**src/rtl/pk_pkg.sv**
```systemverilog
package pk_pkg;
  localparam int SMP_W  = 24;
  localparam int LVL_W  = 16;
  localparam int ADDR_W = 3;
  localparam int NCH    = 2;

  localparam logic [ADDR_W-1:0] A_VLVL  = 3'd0;
  localparam logic [ADDR_W-1:0] A_ILVL  = 3'd1;
  localparam logic [ADDR_W-1:0] A_EN    = 3'd2;
  localparam logic [ADDR_W-1:0] A_FLAG  = 3'd3;
  localparam logic [ADDR_W-1:0] A_VMAX  = 3'd4;
  localparam logic [ADDR_W-1:0] A_IMAX  = 3'd5;
  localparam logic [ADDR_W-1:0] A_VMAXC = 3'd6;
  localparam logic [ADDR_W-1:0] A_IMAXC = 3'd7;

  // saturating absolute value of a two's-complement sample
  function automatic logic [SMP_W-1:0] sat_mag(input logic [SMP_W-1:0] s);
    logic [SMP_W-1:0] r;
    if (s[SMP_W-1] && (s[SMP_W-2:0] == '0))
      r = {1'b0, {(SMP_W-1){1'b1}}};
    else if (s[SMP_W-1])
      r = (~s) + 1'b1;
    else
      r = s;
    return r;
  endfunction

  // threshold test on the upper bits of a magnitude
  function automatic logic over_level(input logic [SMP_W-1:0] m,
                                      input logic [LVL_W-1:0] lvl);
    return m[SMP_W-1 -: LVL_W] > lvl;
  endfunction
endpackage

```
**src/rtl/pk_channel.sv**
```systemverilog
module pk_channel
  import pk_pkg::*;
#(
  parameter int SW = SMP_W,
  parameter int LW = LVL_W
) (
  input  logic          clk,
  input  logic          rst_n,
  input  logic [SW-1:0] smp,
  input  logic          smp_vld,
  input  logic [LW-1:0] level,
  input  logic          flag_clr,
  input  logic          peak_clr,
  output logic          flag,
  output logic [SW-1:0] peak,
  output logic          exceed,
  output logic          raise
);
  logic [SW-1:0] mag;
  logic [SW-1:0] peak_nx;
  logic          flag_nx;

  assign mag    = sat_mag(smp);
  assign exceed = smp_vld && over_level(mag, level);
  assign raise  = smp_vld && (mag > peak);

  always_comb begin
    peak_nx = peak;
    if (peak_clr)
      peak_nx = smp_vld ? mag : '0;
    else if (raise)
      peak_nx = mag;
  end

  assign flag_nx = (flag && !flag_clr) || exceed;

  always_ff @(posedge clk or negedge rst_n) begin
    if (!rst_n) begin
      peak <= '0;
      flag <= 1'b0;
    end else begin
      peak <= peak_nx;
      flag <= flag_nx;
    end
  end
endmodule

```
**src/rtl/pk_regs.sv**
```systemverilog
module pk_regs
  import pk_pkg::*;
#(
  parameter int SW = SMP_W,
  parameter int LW = LVL_W,
  parameter int AW = ADDR_W,
  parameter int NC = NCH
) (
  input  logic                   clk,
  input  logic                   rst_n,
  input  logic [AW-1:0]          addr,
  input  logic                   wr,
  input  logic [LW-1:0]          wdata,
  input  logic                   rd,
  input  logic [NC-1:0]          flags,
  input  logic [NC-1:0][SW-1:0]  peaks,
  output logic [NC-1:0][LW-1:0]  levels,
  output logic [NC-1:0]          enables,
  output logic                   flag_clr,
  output logic [NC-1:0]          peak_clr,
  output logic [SW-1:0]          rdata
);
  logic [NC-1:0] lvl_wr;

  genvar g;
  generate
    for (g = 0; g < NC; g++) begin : g_lvl
      assign lvl_wr[g] = wr && (addr == (A_VLVL + AW'(g)));
      always_ff @(posedge clk or negedge rst_n) begin
        if (!rst_n)         levels[g] <= '0;
        else if (lvl_wr[g]) levels[g] <= wdata;
      end
      assign peak_clr[g] = rd && (addr == (A_VMAXC + AW'(g)));
    end
  endgenerate

  always_ff @(posedge clk or negedge rst_n) begin
    if (!rst_n)                     enables <= '0;
    else if (wr && (addr == A_EN))  enables <= wdata[NC-1:0];
  end

  assign flag_clr = rd && (addr == A_FLAG);

  always_comb begin
    rdata = '0;
    case (addr)
      A_VLVL:  rdata = SW'(levels[0]);
      A_ILVL:  rdata = SW'(levels[1]);
      A_EN:    rdata = SW'(enables);
      A_FLAG:  rdata = SW'(flags);
      A_VMAX,
      A_VMAXC: rdata = peaks[0];
      default: rdata = peaks[1];
    endcase
  end
endmodule

```
**src/rtl/dual_peak_monitor.sv**
```systemverilog
module dual_peak_monitor
  import pk_pkg::*;
(
  input  logic              clk,
  input  logic              rst_n,
  input  logic [SMP_W-1:0]  v_smp,
  input  logic              v_vld,
  input  logic [SMP_W-1:0]  i_smp,
  input  logic              i_vld,
  input  logic [ADDR_W-1:0] reg_addr,
  input  logic              reg_wr,
  input  logic [LVL_W-1:0]  reg_wdata,
  input  logic              reg_rd,
  output logic [SMP_W-1:0]  reg_rdata,
  output logic              irq
);
  logic [NCH-1:0][SMP_W-1:0] ch_smp;
  logic [NCH-1:0]            ch_vld;
  logic [NCH-1:0][LVL_W-1:0] ch_lvl;
  logic [NCH-1:0]            ch_en;
  logic [NCH-1:0]            ch_flag;
  logic [NCH-1:0][SMP_W-1:0] ch_peak;
  logic [NCH-1:0]            ch_exceed;
  logic [NCH-1:0]            ch_raise;
  logic [NCH-1:0]            ch_pclr;
  logic                      flag_clr;

  assign ch_smp[0] = v_smp;
  assign ch_smp[1] = i_smp;
  assign ch_vld[0] = v_vld;
  assign ch_vld[1] = i_vld;

  pk_regs u_regs (
    .clk(clk), .rst_n(rst_n), .addr(reg_addr), .wr(reg_wr),
    .wdata(reg_wdata), .rd(reg_rd), .flags(ch_flag), .peaks(ch_peak),
    .levels(ch_lvl), .enables(ch_en), .flag_clr(flag_clr),
    .peak_clr(ch_pclr), .rdata(reg_rdata)
  );

  genvar c;
  generate
    for (c = 0; c < NCH; c++) begin : g_ch
      pk_channel u_ch (
        .clk(clk), .rst_n(rst_n), .smp(ch_smp[c]), .smp_vld(ch_vld[c]),
        .level(ch_lvl[c]), .flag_clr(flag_clr), .peak_clr(ch_pclr[c]),
        .flag(ch_flag[c]), .peak(ch_peak[c]), .exceed(ch_exceed[c]),
        .raise(ch_raise[c])
      );
    end
  endgenerate

  assign irq = |(ch_flag & ch_en);
endmodule

```
**config.mk**
```make
export PLATFORM = sky130hd
export DESIGN_NAME = dual_peak_monitor
export DESIGN_NICKNAME = d
export VERILOG_FILES = /design/src/rtl/pk_pkg.sv /design/src/rtl/pk_channel.sv /design/src/rtl/pk_regs.sv /design/src/rtl/dual_peak_monitor.sv
export SDC_FILE = /design/constraint.sdc
export NUM_CORES = 1
export LEC_CHECK = 0
export ABC_CLOCK_PERIOD_IN_PS = 4950
export BUFFER_PORTS_ARGS = -buffer_cell sky130_fd_sc_hd__buf_4
export CAP_MARGIN = 40
export CORE_UTILIZATION = 64
export DETAILED_ROUTE_END_ITERATION = 16
export PLACE_DENSITY = 0.9
export SKIP_LAST_GASP = 1
export SLEW_MARGIN = 30
export SYNTH_ARGS = -nofsm -noshare
export SYNTH_HDL_FRONTEND = slang
export SYNTH_SLANG_ARGS = --single-unit
```
**constraint.sdc**
```tcl
create_clock -name clk -period 4.95 [get_ports clk]
set_clock_uncertainty 0.2 [all_clocks]
set_input_delay 0.495 -clock clk [delete_from_list [all_inputs] [get_ports clk]]
set_output_delay 0.495 -clock clk [all_outputs]
set_load 0.02 [all_outputs]
```
==> summary.txt, run 1 <==
Outcome
  • Status: completed

Power and ir drop
  • Pwr per Cell Area: 421.4 nW/um^2
  • Max VDD drop: 0.2953 mV
  • Leak: 3.926 nW

CTS
  • Clk_lat worst skew: 0.37 ns
  • Resize count post-CTS: 0
  • Max clock buf depth: 2
  • H-tree levels: 3
  • CTS tree: built
  • Num CTS Buffers: 9
  • Clk sink count: 84
  • Root Buffer: clkbuf_8
  • Worst-path clk slew: 0.08 ns

Detailed routing
  • First-pass detailed-route iteration total: 6
  • DR iter-0 viols: 666
  • Drt drc: 0
  • Via count: 6863
  • Vias per cell: 6.505
  • Final ANT Viol Nets: 0
  • DR WL/cell: 19.02 um
  • WL final: 20060 um

Cells and area
  • Layout cells sized above 1: 17.30%
  • Fin cells: 1055
  • Area grow syn2layout: 16.11%
  • N_diodes: 0
  • Nets: 1069

Yosys
  • Leading area contributor after synthesis: dfrtp_1
  • Mapped Nets: 985
  • Synth area leaders: dfrtp_1 30%, ha_1 15%, o21ai_0 5.7%
  • Number of synthesized register bits: 84
  • Top cell type's share of synthesized area: 30.11%
  • Gate Count Post-Synth: 830
  • Ys Warns: 0
  • Seq/Total Area, Yosys: 30.11%
  • Average size of a mapped cell: 8.412 sq um
  • Post-synth EDFFs: 0
  • Asr flop ratio synth: 100.0%
  • Main flop type after synthesis: dfrtp_1
  • Synth unique cells: 54
  • Synthesized cell area: 6982 sq um

STA
  • Hold WS: 0.1473 ns
  • Relative slew margins: 41.74%
  • Setup violators final: 0
  • Period Utilization, post-route: 94.11%
  • Fin crit period: 4.659 ns
  • Post-route setup slack: 0.2915 ns
  • Final Hold Vio Count: 0
  • Final Max Slew Viols: 0
  • Maximum clock rate: 214.7 MHz
  • Actual slew at the worst max-slew pin: 0.8672 ns
  • RSZ-0062 raised after global routing: no
  • Final setup TNS: 0 ns

Placement
  • Port Buffers: 97
  • Post-DP HPWL: 15290 um
  • Place WS: 0.02100 ns
  • GP Congestion: 0.9149
  • Dpl cells: 1037

Floorplan
  • I/O pins: 98
  • Initial Util: 66.73%
  • Die Y: 106.4 um
  • Die footprint: 11330 sq um
  • DIE WIDTH: 106.4 um
  • Core area: 10460 sq um
  • Num rows: 37

GRT
  • Global route overflow: 0
  • Largest net degree at the start of global routing: 85
  • Initial antenna violation count: 0
  • Vias in the first global route: 6799
  • Total GRT Usage: 36.44%
  • First-pass GRT wire length: 32370 um

Critical path
  • Arr. time, crit path: 4.75 ns
  • CP Class: input pin to flip-flop
  • CP max FO: 21
  • Req. time, crit path: 5.05 ns
  • CP Capture Type: flip-flop
  • Startpoint Class: input pin

Min path
  • HP Class: input pin to flip-flop

Job
  • Max cap viols: 0
==> synth_stat cells (7+ instances only) <==
master     n
nand2_1   97
inv_1     88
dfrtp_1   84
ha_1      82
o21ai_0   79
a21oi_1   43
a22o_1    41
nor2_1    36
mux2i_1   31
clkbuf_1  27
nand4_1   23
xor2_1    19
nor3_1    16
mux2_2    13
nor2b_1   13
o31ai_1   12
a21o_1    11
nand3_1    8
or3_1      8
or4_1      8
buf_2      7
nand2_2    7
==> flip-flops by register name, indices dropped and copies added, names as in the netlist <==
signal / flops
u_regs.levels: 32
g_ch.u_ch.peak: 48
u_regs.enables: 2
g_ch.u_ch.flag: 2
==> worst max-delay path, cell delays in order <==
cell,delay (ns)
buf_4,0.20
or4b_2,0.59
or4_1,0.48
nor2_1,0.43
nor2_1,0.08
mux2i_1,0.29
ha_1,0.20
nand4_1,0.14
or2_2,0.34
o311ai_0,0.35
a31oi_1,0.13
nor3_2,0.41
buf_4,0.22
buf_4,0.20
a22o_1,0.18
==> path summary, 6_finish.rpt <==
path	start	end	slack, ns	depth (start not counted)
min in group asynchronous	rst_n	g_ch[0].u_ch.peak[2]	0.31	2
min reg2reg	g_ch[0].u_ch.peak[15]	g_ch[0].u_ch.peak[15]	0.32	1
max	i_smp[23]	g_ch[1].u_ch.peak[14]	0.29	15
max in group asynchronous	rst_n	u_regs.levels[25]	3.66	3
min	reg_wdata[14]	u_regs.levels[30]	0.15	3
max reg2reg	g_ch[1].u_ch.peak[14]	g_ch[1].u_ch.peak[14]	1.95	10
==> through the flow <==
step | utilization, % | power [mW] | area [sq um]
floorplan | - | 2.185 | 6982
global placement | 74.87 | 2.640 | 7834
detailed placement | 74.91 | 2.760 | 7838
CTS | 77.12 | 3.363 | 8069
global route | 77.48 | 3.643 | 8107
finish | 77.48 | 3.416 | 8107
==> report_power, final <==
group	leakage, nW	switching (mW)	internal [mW]
clock	0.117	0.253	0.334
sequential	1.03	0.222	0.933
combinational	2.78	0.936	0.738
total	3.93	1.41	2.00
==> per-layer routing <==
metal | share of wire (%) | vias to the layer above | global-route usage (%)
li1 | - | 3143 | -
met1 | 40 | 3270 | 45.44
met4 | 3.7 | 0 | 15.26
met3 | 8.2 | 69 | 5.579
met2 | 48 | 381 | 62.76
met5 | 0 | - | 0
==> logic make-up after synthesis <==
logic type	share of synthesized area, %
mux	7.186
flops	30.11
buf+inv	7.007
simple gates	17.31
compound gates	20.68
xor+xnor	3.011
fa+ha+maj	14.70
==> cells in the final DEF, fill, tap and decap left out, types with 11 or more instances in the layout <==
cell type  instances
mux2_2            13
nand4_1           23
nor2_1            36
o31ai_1           12
ha_1              82
nor3_1            14
a21oi_1           43
dfrtp_1           84
a22o_1            41
a21o_1            11
o21ai_0           79
buf_4            108
nand2_1           97
xor2_1            19
mux2i_1           31
nor2b_1           13
inv_1             88
==> what timing repair did <==
item                                   4_1_cts  5_1_grt
endpoints found under the hold margin        0       14
setup buffers                                0        0
hold buffers                                 0        1
==> cell type report <==
type | count | area (sq um)
inverter | 88 | 330.3
clock buffer | 11 | 131.4
fill | 713 | 2356
multi-input combinational | 620 | 4413
tap | 136 | 170.2
timing repair buffer | 111 | 859.6
sequential | 84 | 2102
clock inverter | 5 | 100.1
(Power assumes the default switching activity.)
==> inputs of run 2 (changes only) <==
--- a/config.mk
+++ b/config.mk
@@ -11,6 +11,7 @@
 export CORE_UTILIZATION = 64
 export DETAILED_ROUTE_END_ITERATION = 16
 export PLACE_DENSITY = 0.9
+export RECOVER_POWER = 100
 export SKIP_LAST_GASP = 1
 export SLEW_MARGIN = 30
 export SYNTH_ARGS = -nofsm -noshare
==> run 2 against run 1 <==
  * The flow now finishes with violations (max-capacitance violations, max-slew violations)
  * Combinational power down 3%
  * Wire length about the same
  * Die area unchanged
  * Utilization shrank 1.4 points
  * Largest power group unchanged
  * Non-clock buffer count did not move
  * Cell area is 1.9% lower
  * Fmax about the same
  * Clock power barely moved
==> summary.txt, run 2 (synthesized netlist as in run 1, its figures left out) <==
Outcome
  • Status: finished, violations left
  • Violated checks: max-capacitance violations, max-slew violations

STA
  • Fin crit period: 4.659 ns (+0.0001770 ns)
  • Setup violators final: 0 (unchanged)
  • Final setup TNS: 0 ns (unchanged)
  • Actual slew at the worst max-slew pin: 3.187 ns (+2.320 ns)
  • Hold WS: 0.1398 ns (-0.007505 ns)
  • Relative slew margins: -112.5% (-150 points)
  • RSZ-0062 raised after global routing: no
  • Maximum clock rate: 214.7 MHz (about the same)
  • Final Hold Vio Count: 0 (unchanged)
  • Period Utilization, post-route: 94.12% (about the same)
  • Final Max Slew Viols: 132 (+132)

GRT
  • Global route overflow: 0 (unchanged)
  • First-pass GRT wire length: 32370 um (unchanged)
  • Largest net degree at the start of global routing: 85 (unchanged)
  • Total GRT Usage: 36.44% (unchanged)
  • Vias in the first global route: 6799 (unchanged)
  • Initial antenna violation count: 0 (unchanged)

Placement
  • Placed cell areas: 7838 sq um (unchanged)
  • GP Congestion: 0.9149 (unchanged)
  • Post-DP HPWL: 15290 um (unchanged)
  • Port Buffers: 97 (unchanged)

Critical path
  • Cell mode on critical path: buf_4
  • Worst Path Buf+Inv: 3 (unchanged)
  • Delay-heaviest family, CP: simple AND/OR/NAND/NOR gates
  • Req. time, crit path: 5.05 ns (about the same)
  • CP max FO: 21 (unchanged)
  • Critical path, cell by cell: buf_4 > or4b_2 > or4_1 > nor2_1 > a211oi_1 > a31oi_1 > ha_1 > nand4_1 > or2_2 > o311ai_0 > a31oi_1 > nor3_2 > buf_4 > buf_4 > a22o_1
  • CP Capture Type: flip-flop
  • Arr. time, crit path: 4.76 ns (about the same)
  • Startpoint Class: input pin
  • CP max-delay cell: or4b_2
  • CP Class: input pin to flip-flop
  • Max incr delay on CP: 0.59 ns (about the same)

CTS
  • Postcts setup bufs: 0 (unchanged)
  • Clk sink count: 84 (unchanged)
  • Root Buffer: clkbuf_8
  • Resize count post-CTS: 0 (unchanged)
  • CTS tree: built
  • H-tree levels: 3 (unchanged)
  • Clk_lat worst skew: 0.37 ns (about the same)
  • Num CTS Buffers: 9 (unchanged)
  • Max clock buf depth: 2 (unchanged)
  • Worst-path clk slew: 0.09 ns (about the same)

Cells and area
  • Layout cells sized above 1: 13.82% (-3.5 points)
  • Biggest regs: g_ch.u_ch.peak x48, u_regs.levels x32
  • Final Core Density: 76.03% (-1.4 points)
  • Biggest register: g_ch.u_ch.peak
  • Area grow syn2layout: 13.94%
  • Multi-input logic area: 4397 sq um (-0.37%)
  • Final Cell Area: 7955 sq um (-1.9%)
  • Number of flip-flops in the largest register: 48 (unchanged)
  • Commonest non-fill, non-tap cell in the layout: nand2_1
  • N_diodes: 0 (unchanged)
  • Commonest non-fill, non-tap cells in the layout: 97 x nand2_1, 88 x inv_1, 84 x dfrtp_1
  • Register area: 2102 sq um (unchanged)
  • Nets: 1069 (unchanged)
  • Layout filler cell count: 749 (+5.0%)

Detailed routing
  • Vias per cell: 6.482 (-0.36%)
  • Via count: 6838 (-0.36%)
  • WL final: 20050 um (about the same)
  • Final ANT Viol Nets: 0 (unchanged)
  • DR WL/cell: 19.00 um (about the same)
  • First-pass detailed-route iteration total: 7 (+1)
  • Drt drc: 0 (unchanged)
  • DR iter-0 viols: 690 (+3.6%)

Power and ir drop
  • Leak: 3.798 nW (-3.3%)
  • Max VDD drop: 0.2960 mV (+0.22%)
  • Pwr per Cell Area: 423.3 nW/um^2 (+0.45%)
  • Overall Power: 3.367 mW (-1.4%)

Floorplan
  • Core area: 10460 sq um (unchanged)
  • Num rows: 37 (unchanged)
  • Die footprint: 11330 sq um (unchanged)
  • Initial Util: 66.73% (unchanged)
  • Die Y: 106.4 um (unchanged)
  • I/O pins: 98 (unchanged)
  • DIE WIDTH: 106.4 um (unchanged)

Min path
  • HP Class: input pin to flip-flop

Job
  • Max cap viols: 2 (+2)
[run 2: changes by cell type in the layout (fill, tap and decap cells not counted)]
cell      change
buf_4        -28
clkbuf_2      +1
nor4b_2       -2
or4_4         -1
buf_6         -1
or4_1         +1
clkbuf_1     +29
buf_16        -1
nor4b_1       +2
[run 2: power by group]
part	internal (mW)	total, mW	switching, mW	leakage (nW)
Combinational	0.691	1.62	0.933	2.65
Sequential	0.933	1.15	0.220	1.03
Clock	0.334	0.590	0.256	0.117
Total	1.96	3.37	1.41	3.80
[run 2: cell type report]
cell class	count	share of cell area, %
Multi-Input combinational cell	620	55.27
Sequential cell	84	26.42
Timing Repair Buffer	111	9.107
Inverter	88	4.152
Tap cell	136	2.139
Clock buffer	11	1.651
Clock inverter	5	1.258
[run 2: metrics by stage]
step	setup WS, ns	std cells
floorplan	0.2955	830
global placement	0.1721	1037
detailed placement	0.02100	1037
CTS	0.3994	1053
global route	0.01944	1055
finish	0.2913	1055
[run 2: tightest hold or removal path: cells and delay by family]
kind | cells | cell delay, ns
AOI/OAI and AO/OA | 1 | 0.06
and+or+nand+nor | 1 | 0.04
buffers and inverters | 1 | 0.09
[run 2: timing repair]
action / CTS / global route
setup endpoints to repair: 0 / 0
hold buffers: 0 / 1
endpoints found under the hold margin: 0 / 14
[run 2: layer usage]
layer  GRT usage (%)  share of wire [%]  vias up
met5               0                  0        -
met1           45.44                 40     3252
met2           62.76                 48      379
li1                -                  -     3136
met3           5.579                8.2       71
met4           15.26                4.1        0
[run 2: path summary, 6_finish.rpt]
path	start	endpoint	cells past startpoint	slack (ns)
worst max-delay path	i_smp[23]	g_ch[1].u_ch.peak[14]	15	0.29
worst min-delay path	reg_wdata[4]	u_regs.levels[20]	3	0.14
worst max register to register	g_ch[1].u_ch.peak[14]	g_ch[1].u_ch.peak[14]	10	1.94
worst min register to register	g_ch[0].u_ch.peak[15]	g_ch[0].u_ch.peak[15]	1	0.32
max in group asynchronous	rst_n	g_ch[0].u_ch.peak[23]	3	1.84
min in group asynchronous	rst_n	g_ch[0].u_ch.peak[2]	2	0.50
==> inputs of run 3 (changes only) <==
--- a/config.mk
+++ b/config.mk
@@ -6,7 +6,7 @@
 export NUM_CORES = 1
 export LEC_CHECK = 0
 export ABC_CLOCK_PERIOD_IN_PS = 4950
-export BUFFER_PORTS_ARGS = -buffer_cell sky130_fd_sc_hd__buf_4
+export BUFFER_PORTS_ARGS = -buffer_cell sky130_fd_sc_hd__buf_2
 export CAP_MARGIN = 40
 export CORE_UTILIZATION = 64
 export DETAILED_ROUTE_END_ITERATION = 16
==> run 3 against run 2 <==
  * The flow still finishes with violations (max-capacitance violations, max-slew violations)
  * Utilization is 1.8 points lower
  * Total power is 4.7% lower
  * Critical endpoint is now g_ch[1].u_ch.peak[8]
  * Sequential power hardly changed
  * Via count is 1.1% lower
  * Clock power is 17% lower
  * Highest routed layer is now met5
  * Non-clock buffer count is 6 higher
  * Fmax is 1.9% lower
  * Final cell count is 0.47% higher
==> summary.txt, run 3 (synthesized netlist as in run 1, its figures left out) <==
Floorplan
  • Core area: 10460 sq um (unchanged)
  • DIE WIDTH: 106.4 um (unchanged)
  • I/O pins: 98 (unchanged)
  • Die footprint: 11330 sq um (unchanged)
  • Num rows: 37 (unchanged)
  • Die Y: 106.4 um (unchanged)
  • Initial Util: 66.73% (unchanged)

STA
  • Setup violators final: 0 (unchanged)
  • Final Max Slew Viols: 90 (-32%)
  • Final Hold Vio Count: 0 (unchanged)
  • Hold WS: 0.1482 ns (+0.008314 ns)
  • Maximum clock rate: 210.6 MHz (-1.9%)
  • RSZ-0062 raised after global routing: no
  • Relative slew margins: -61.61% (+51 points)
  • Period Utilization, post-route: 95.94% (+1.8 points)
  • Final setup TNS: 0 ns (unchanged)
  • Post-route setup slack: 0.2010 ns (-0.09025 ns)
  • Fin crit period: 4.749 ns (+0.09025 ns)
  • Actual slew at the worst max-slew pin: 2.424 ns (-0.7634 ns)

Power and ir drop
  • Sw frac: 42.49% (+0.66 points)
  • Pwr per Cell Area: 413.4 nW/um^2 (-2.3%)
  • Psw: 1.364 mW (-3.2%)
  • Internal: 1.846 mW (-5.7%)
  • Logic pwr share: 49.2% (+1.0 points)
  • Leak: 3.733 nW (-1.7%)
  • Max VDD drop: 0.3010 mV (+1.7%)
  • Sequential Power Share: 35.6% (+1.4 points)
  • Overall Power: 3.210 mW (-4.7%)
  • Clk pwr share: 15.2% (-2.3 points)

Outcome
  • Violated checks: max-capacitance violations, max-slew violations
  • Status: finished, violations left

Cells and area
  • Register area: 2102 sq um (unchanged)
  • Number of flip-flops in the largest register: 48 (unchanged)
  • Layout filler cell count: 813 (+8.5%)
  • Fin cells: 1060 (+0.47%)
  • N_diodes: 0 (unchanged)
  • Multi-input logic area: 4398 sq um (about the same)
  • Biggest regs: g_ch.u_ch.peak x48, u_regs.levels x32
  • Final Core Density: 74.23% (-1.8 points)
  • Commonest non-fill, non-tap cell in the layout: nand2_1
  • Biggest register: g_ch.u_ch.peak
  • Final Cell Area: 7766 sq um (-2.4%)
  • Nets: 1075 (+0.56%)
  • Commonest non-fill, non-tap cells in the layout: 97 x nand2_1, 88 x inv_1, 84 x dfrtp_1
  • Layout cells sized above 1: 13.85% (+0.033 points)
  • Area grow syn2layout: 11.24%

Detailed routing
  • Vias per cell: 6.381 (-1.5%)
  • DR WL/cell: 17.96 um (-5.5%)
  • First-pass detailed-route iteration total: 6 (-1)
  • Via count: 6764 (-1.1%)
  • WL final: 19040 um (-5.0%)
  • Final ANT Viol Nets: 0 (unchanged)
  • DR iter-0 viols: 739 (+7.1%)
  • Drt drc: 0 (unchanged)

CTS
  • Worst-path clk slew: 0.08 ns (about the same)
  • Postcts setup bufs: 0 (unchanged)
  • H-tree levels: 3 (unchanged)
  • Num CTS Buffers: 9 (unchanged)
  • Clk_lat worst skew: 0.37 ns (about the same)
  • Clk sink count: 84 (unchanged)
  • CTS Hold Bufs: 1 (+1)
  • Resize count post-CTS: 0 (unchanged)
  • Max clock buf depth: 2 (unchanged)
  • Root Buffer: clkbuf_8
  • CTS tree: built

GRT
  • Initial antenna violation count: 1 (+1)
  • Total GRT Usage: 35.02% (-1.4 points)
  • First-pass GRT wire length: 30830 um (-4.8%)
  • Vias in the first global route: 6335 (-6.8%)
  • Global route overflow: 0 (unchanged)
  • Largest net degree at the start of global routing: 46 (-46%)

Placement
  • Port Buffers: 97 (unchanged)
  • Placed cell areas: 7646 sq um (-2.4%)
  • Post-DP HPWL: 14740 um (-3.6%)
  • Dpl cells: 1044 (+0.68%)
  • GP Congestion: 0.9189 (+0.44%)
  • Place WS: -0.01432 ns (-0.03532 ns)

Critical path
  • Startpoint Class: input pin
  • Arr. time, crit path: 4.80 ns (+0.04 ns)
  • CP Class: input pin to flip-flop
  • Req. time, crit path: 5.01 ns (-0.04 ns)
  • CP max FO: 6 (-71%)
  • Reg2Reg Depth: 9 (-1)
  • CP Capture Type: flip-flop

Job
  • Max cap viols: 2 (unchanged)

Min path
  • HP Class: input pin to flip-flop
  • Hold depth: 3 (unchanged)
-- run 3: path summary, 6_finish.rpt --
kind,slack [ns],endpoint,from
setup / recovery,0.20,g_ch[1].u_ch.peak[8],i_smp[21]
hold / removal,0.15,u_regs.levels[12],reg_wdata[12]
setup reg to reg,1.75,g_ch[1].u_ch.peak[8],g_ch[1].u_ch.peak[14]
hold reg to reg,0.31,g_ch[0].u_ch.peak[3],g_ch[0].u_ch.peak[3]
max in group asynchronous,1.31,g_ch[1].u_ch.peak[18],rst_n
min in group asynchronous,1.20,g_ch[0].u_ch.peak[2],rst_n
-- run 3: area by class of cell --
type / instances / area share, %
clock inverters: 2 / 0.4511
clock buffers: 13 / 1.917
well taps: 136 / 2.191
flip-flops and latches: 84 / 27.07
repair buffers: 117 / 7.492
inverters: 88 / 4.253
multi-input cells: 620 / 56.63
-- run 3: power by group through the flow --
| stage | Sequential [mW] | Clock [mW] | Combinational [mW] |
|---|---|---|---|
| after detailed placement | 1.14 | 0 | 1.55 |
| after floorplan | 1.06 | 0 | 1.12 |
| final | 1.14 | 0.488 | 1.58 |
| after global placement | 1.13 | 0 | 1.47 |
| after global routing | 1.16 | 0.517 | 1.75 |
| after CTS | 1.14 | 0.492 | 1.57 |
-- run 3: routing by layer --
| metal | wire length [um] | GRT usage, % | part of all wire, % | vias up |
|---|---|---|---|---|
| met4 | 782 | 16.05 | 4.1 | 2 |
| li1 | - | - | - | 3163 |
| met5 | 11 | 0 | 0.058 | - |
| met2 | 8918 | 57.00 | 47 | 339 |
| met1 | 7743 | 45.09 | 41 | 3189 |
| met3 | 1584 | 6.683 | 8.3 | 71 |
-- run 3: critical path, cell delays in order --
cell      delay (ns)
clkbuf_1        0.14
or4b_2          0.67
or4_1           0.48
nor2_1          0.31
nor2_1          0.07
mux2i_1         0.31
ha_1            0.22
nand4_1         0.17
or2_2           0.36
o311ai_0        0.49
a31oi_1         0.12
nor3_1          0.37
buf_4           0.24
mux2_2          0.35
